[config.mk]
export PLATFORM = sky130hd
export DESIGN_NAME = col_loader
export DESIGN_NICKNAME = d
export VERILOG_FILES = /design/src/rtl/col_loader_pkg.sv /design/src/rtl/lane_chain.sv /design/src/rtl/strobe_capture.sv /design/src/rtl/output_override.sv /design/src/rtl/col_loader.sv
export SDC_FILE = /design/constraint.sdc
export NUM_CORES = 2
export LEC_CHECK = 0
export ABC_AREA = 1
export CELL_PAD_IN_SITES_DETAIL_PLACEMENT = 0
export CELL_PAD_IN_SITES_GLOBAL_PLACEMENT = 1
export CORE_ASPECT_RATIO = 0.7
export CORE_MARGIN = 8
export CORE_UTILIZATION = 46
export CTS_BUF_LIST = sky130_fd_sc_hd__clkbuf_8 sky130_fd_sc_hd__clkbuf_16
export CTS_CLUSTER_SIZE = 20
export DETAILED_ROUTE_END_ITERATION = 16
export DONT_BUFFER_PORTS = 1
export PLACE_DENSITY_LB_ADDON = 0.1
export SYNTH_ARGS = -nofsm -noshare
export SYNTH_HDL_FRONTEND = slang
export SYNTH_SLANG_ARGS = --single-unit
[constraint.sdc]
create_clock -name clk -period 3.1 [get_ports clk]
set_input_delay 0.465 -clock clk [delete_from_list [all_inputs] [get_ports clk]]
set_output_delay 0.465 -clock clk [all_outputs]
set_load 0.05 [all_outputs]
[src/rtl/col_loader_pkg.sv]
package col_loader_pkg;

  // Drive code encoding
  localparam logic [1:0] DRV_GND  = 2'b00;
  localparam logic [1:0] DRV_MID  = 2'b01;
  localparam logic [1:0] DRV_HIGH = 2'b10;
  localparam logic [1:0] DRV_HIZ  = 2'b11;

  // Override select codes
  localparam logic [1:0] SEL_THROUGH = 2'b00;
  localparam logic [1:0] SEL_GND     = 2'b01;
  localparam logic [1:0] SEL_MID     = 2'b10;
  localparam logic [1:0] SEL_HIGH    = 2'b11;

  // True when latched codes reach the outputs unchanged
  function automatic logic passes_data(input logic oe, input logic [1:0] sel);
    return oe && (sel == SEL_THROUGH);
  endfunction

  // Common code applied to every output in a forcing mode
  function automatic logic [1:0] forced_code(input logic oe, input logic [1:0] sel);
    logic [1:0] code;
    if (!oe) code = DRV_HIZ;
    else begin
      case (sel)
        SEL_GND:  code = DRV_GND;
        SEL_MID:  code = DRV_MID;
        SEL_HIGH: code = DRV_HIGH;
        default:  code = DRV_HIZ;
      endcase
    end
    return code;
  endfunction

endpackage

[src/rtl/lane_chain.sv]
module lane_chain #(
  parameter int STAGES = 80,
  parameter int CW     = 2
) (
  input  logic                   clk,
  input  logic                   rst_n,
  input  logic                   shift_en,
  input  logic                   dir,
  input  logic [CW-1:0]          din,
  output logic [STAGES*CW-1:0]   stages_o
);

  logic [CW-1:0] stage_q [STAGES];
  logic [CW-1:0] stage_d [STAGES];

  always_comb begin
    stage_d = stage_q;
    if (shift_en) begin
      if (dir) begin
        stage_d[0] = din;
        for (int i = 1; i < STAGES; i++) stage_d[i] = stage_q[i-1];
      end else begin
        stage_d[STAGES-1] = din;
        for (int i = 0; i < STAGES-1; i++) stage_d[i] = stage_q[i+1];
      end
    end
  end

  always_ff @(posedge clk or negedge rst_n) begin
    if (!rst_n) begin
      for (int i = 0; i < STAGES; i++) stage_q[i] <= '0;
    end else begin
      stage_q <= stage_d;
    end
  end

  for (genvar g = 0; g < STAGES; g++) begin : g_flat
    assign stages_o[g*CW +: CW] = stage_q[g];
  end

  AST_LOW_ENTRY: assert property (@(posedge clk) disable iff (!rst_n)
    (shift_en && dir) |=> (stages_o[CW-1:0] == $past(din)));

  AST_HIGH_ENTRY: assert property (@(posedge clk) disable iff (!rst_n)
    (shift_en && !dir) |=> (stages_o[STAGES*CW-1 -: CW] == $past(din)));

  AST_FROZEN_CHAIN: assert property (@(posedge clk) disable iff (!rst_n)
    !shift_en |=> $stable(stages_o));

endmodule

[src/rtl/strobe_capture.sv]
module strobe_capture #(
  parameter int W = 640
) (
  input  logic         clk,
  input  logic         rst_n,
  input  logic         strobe_n,
  input  logic [W-1:0] data_i,
  output logic [W-1:0] data_o
);

  logic strobe_q;
  logic load_pulse;

  // Falling edge as seen in the shift clock domain
  assign load_pulse = strobe_q & ~strobe_n;

  always_ff @(posedge clk or negedge rst_n) begin
    if (!rst_n) begin
      strobe_q <= 1'b1;
      data_o   <= '1;
    end else begin
      strobe_q <= strobe_n;
      if (load_pulse) data_o <= data_i;
    end
  end

  AST_LOAD_PRESHIFT: assert property (@(posedge clk) disable iff (!rst_n)
    load_pulse |=> (data_o == $past(data_i)));

  AST_LATCH_HOLD: assert property (@(posedge clk) disable iff (!rst_n)
    !load_pulse |=> $stable(data_o));

endmodule

[src/rtl/output_override.sv]
module output_override
  import col_loader_pkg::*;
#(
  parameter int OUTS = 320,
  parameter int CW   = 2
) (
  input  logic                 oe,
  input  logic [1:0]           sel,
  input  logic [OUTS*CW-1:0]   latched,
  output logic [OUTS*CW-1:0]   drive
);

  logic          through;
  logic [CW-1:0] common;

  assign through = passes_data(oe, sel);
  assign common  = forced_code(oe, sel);

  for (genvar j = 0; j < OUTS; j++) begin : g_out
    assign drive[j*CW +: CW] = through ? latched[j*CW +: CW] : common;
  end

endmodule

[src/rtl/col_loader.sv]
module col_loader #(
  parameter int LANES  = 4,
  parameter int STAGES = 80,
  parameter int CW     = 2
) (
  input  logic                          clk,
  input  logic                          rst_n,
  input  logic                          cs_n,
  input  logic                          dir,
  input  logic [LANES*CW-1:0]           lane_data,
  input  logic                          latch_n,
  input  logic [1:0]                    mode_sel,
  input  logic                          out_en,
  output logic [LANES*STAGES*CW-1:0]    drive
);

  localparam int OUTS      = LANES * STAGES;
  localparam int BITS      = OUTS * CW;
  localparam int LANE_BITS = STAGES * CW;

  logic             shift_en;
  logic [BITS-1:0]  chain_bits;
  logic [BITS-1:0]  latched;

  assign shift_en = ~cs_n;

  for (genvar k = 0; k < LANES; k++) begin : g_lane
    lane_chain #(.STAGES(STAGES), .CW(CW)) u_chain (
      .clk      (clk),
      .rst_n    (rst_n),
      .shift_en (shift_en),
      .dir      (dir),
      .din      (lane_data[k*CW +: CW]),
      .stages_o (chain_bits[k*LANE_BITS +: LANE_BITS])
    );
  end

  strobe_capture #(.W(BITS)) u_capture (
    .clk      (clk),
    .rst_n    (rst_n),
    .strobe_n (latch_n),
    .data_i   (chain_bits),
    .data_o   (latched)
  );

  output_override #(.OUTS(OUTS), .CW(CW)) u_override (
    .oe      (out_en),
    .sel     (mode_sel),
    .latched (latched),
    .drive   (drive)
  );

  AST_DISABLED_HIZ: assert property (@(posedge clk) disable iff (!rst_n)
    !out_en |-> (drive == {BITS{1'b1}}));

  AST_FORCED_UNIFORM: assert property (@(posedge clk) disable iff (!rst_n)
    (out_en && mode_sel != 2'b00) |-> (drive == {OUTS{drive[CW-1:0]}}));

  AST_THROUGH_PATH: assert property (@(posedge clk) disable iff (!rst_n)
    (out_en && mode_sel == 2'b00) |-> (drive == latched));

endmodule

==> metrics <==
average size of a mapped cell=7.44 um2; Peak VDD IR=0.000420 V; ys async rst share=100%; RSZ-0062 raised after global routing=no; row count=112; CTS sink cnt=around 1300; list of most frequent post-synthesis cells=nand2_1, inv_1, dfstp_2; Antenna Cells=0; #FFs+latches synth=1281; Post-synth EDFFs=0; final setup violation count=0; input/output buffers=0; f_max=366 MHz; Util after Layout=59.8%; DRC viols=0; largest net degree at the start of global routing=1282; Synth Flop Type=dfstp_2; Final Wtd Congestion=0.807; placed cell count=10200; H-tree depth=4; die area=146000 um2; flip-flop and latch area=32900 um2; GR Overflow Total=0; clock skew=roughly 16 ps; share of cells above drive strength 1=between 10% and 20%; Worst Path Max Fanout=94; worst-skew pair later-pin latency=760 ps; failing checks=negative hold slack, max-slew violations; Worst-Margin Slew=2180 ps; crit-path leading delay family=buffers and inverters; synthesis-to-finish area growth=29.2%; total number of vias=54900; DPL Wire Length=about 110000 um; Top Ports=656; fin cells=between 10000 and 15000; Final #Nets=between 9000 and 10000; crit path time final=2730 ps; CP Class=in2out; WP data required=around 2600 ps; initial core utilization=a little under half; CTS Buf Count=around 140; Synth Instances=8270; register area share after synthesis=approximately 53%; global-route wire length before repair=304000 um; most numerous cell on the critical path=nand2_1; final period utilization=88.2%; post-synth top area cell=dfstp_2; number of global-route vias before repair=roughly 54000; min-delay worst type=in2async; count leader, synth=nand2_1; initial antenna violation count=1; CTS tree=done; post-cts resize count=0; DIE WIDTH=around 450 um; critical path data arrival time=2270 ps; fin. max-slew vios=319; routed length per placed instance=17.4 um; Ys Warns=0; Worst setup SP type=input pin; Max Buffers Root-to-Sink=3; core area=133000 um2; outcome=complete, but fails checks; top-area cell type share of the netlist area=27.4%; vias per inst=about 5.0; Hold Vio Cnt, Final=66; setup TNS=0 ps; Synthesized Nets=8289; GRT Overall Usage=between 20 and 30%; total power draw=52.5 mW; Pre-antenna DRT Iters=6; P per Cell Area=661 nW/um2; Synth area leaders=dfstp_2, nand2_1, dfrtp_1; Slew HR=-45.4%; Post-CTS Setup Inserts=0; Hold WS=-111 ps; area of the multi-input gates=23300 um2; CP max stage cell=buf_12; Mapped Area=61600 um2; CP bufs+invs=4; clock slew at reported path FFs=about 60 ps; max incr delay on CP=390 ps; LEAKAGE=between 30 and 40 nW; Die H=between 300 and 400 um; root buf cell=clkbuf_16; FILL cells=12300; max_cap viols=0; count of unique library cells instantiated by Yosys=15; Critical Path, Cell by Cell=inv_1 -> ha_4 -> nand2_1 -> inv_8 -> buf_12 -> nand2_1 -> nand2_1 -> buf_12; first-iteration detailed-routing DRC count=4153; DRT Wirelength=190000 um; Crit. End Element=output port; Antenna Nets Post-Route=0
worst paths after layout:
| path | slack [ps] | start | endpoint | cells after the start |
|---|---|---|---|---|
| min reg2reg | 470 | g_lane[1].u_chain.stages_o[123] | g_lane[1].u_chain.stages_o[123] | 2 |
| max in group asynchronous | 550 | rst_n | g_lane[1].u_chain.stages_o[40] | 3 |
| min | -110 | rst_n | g_lane[3].u_chain.stages_o[83] | 1 |
| max | 370 | mode_sel[0] | drive[4] | 8 |
| max reg2reg | 1160 | u_capture.strobe_q | u_capture.data_o[144] | 5 |
| min in group clk | 60 | dir | g_lane[3].u_chain.stages_o[11] | 3 |
repair_timing:
action | 4_1_cts | 5_1_grt
endpoints found under the hold margin | 1518 | 141
hold buffers | 487 | 4
endpoints found under the setup margin | 0 | 0
sequential cells by signal, indices dropped and copies added, names as in the netlist:
register / cells
g_lane.u_chain.stages_o: 640
u_capture.strobe_q: 1
u_capture.data_o: 640
cell families (layout without fill, tap and decap cells):
logic type	Yosys count	after routing	synth area share, %
simple gates	5127	5127	32.6
flops	1281	1281	53.4
buf+inv	1219	2120	8.79
compound gates	640	640	5.20
fa+ha+maj	3	3	0.0610
area by class of cell:
type	instances	share of cell area, %
clock buffers	184	5.21
clock inverters	61	0.772
inverters	654	3.12
multi-input cells	5770	29.3
flip-flops and latches	1281	41.3
well taps	1767	2.78
repair buffers	1221	17.5
layout by cell type, fill, tap and decap left out:
master,Yosys,layout
inv_1,651,675
ha_1,3,2
o21ai_0,640,640
nand3_1,640,640
ha_4,0,1
nor2_1,1,1
buf_12,0,266
bufinv_16,0,13
buf_16,0,10
clkbuf_8,0,41
clkinv_4,0,2
dlygate4sd3_1,0,484
clkinvlp_4,0,1
dfstp_2,641,641
dfrtp_1,640,640
clkinv_2,0,20
inv_6,0,1
buf_4,22,461
nand2_1,4486,4483
clkbuf_16,0,143
inv_8,0,3
nand2_4,0,3
stage by stage:
stage	area (um2)	setup slack, ps
after CTS	79300	383
final	79500	365
after floorplan	61600	937
after global routing	79500	206
after global placement	69600	435
after detailed placement	69600	399
worst register-to-register path, cell delays in order (launching register included):
cell and delay [ps]:
dfstp_2 370, nand2_4 560, buf_12 340, buf_4 380
nand2_1 110, o21ai_0 90
where the power goes:
group | internal (mW) | switching (mW) | total [mW]
sequential | 20.5 | 1.63 | 22.1
clock | 10.4 | 6.90 | 17.3
combinational | 4.66 | 8.44 | 13.1
total | 35.6 | 17.0 | 52.5
per-layer routing:
metal,wire length (um),vias up,GRT usage [%]
met5,0,-,0
met4,6950,0,10.0
met3,8620,299,3.39
met2,92100,1245,43.1
met1,82300,26600,33.5
li1,-,26700,-
No activity file was read; power rests on OpenSTA's default activity.
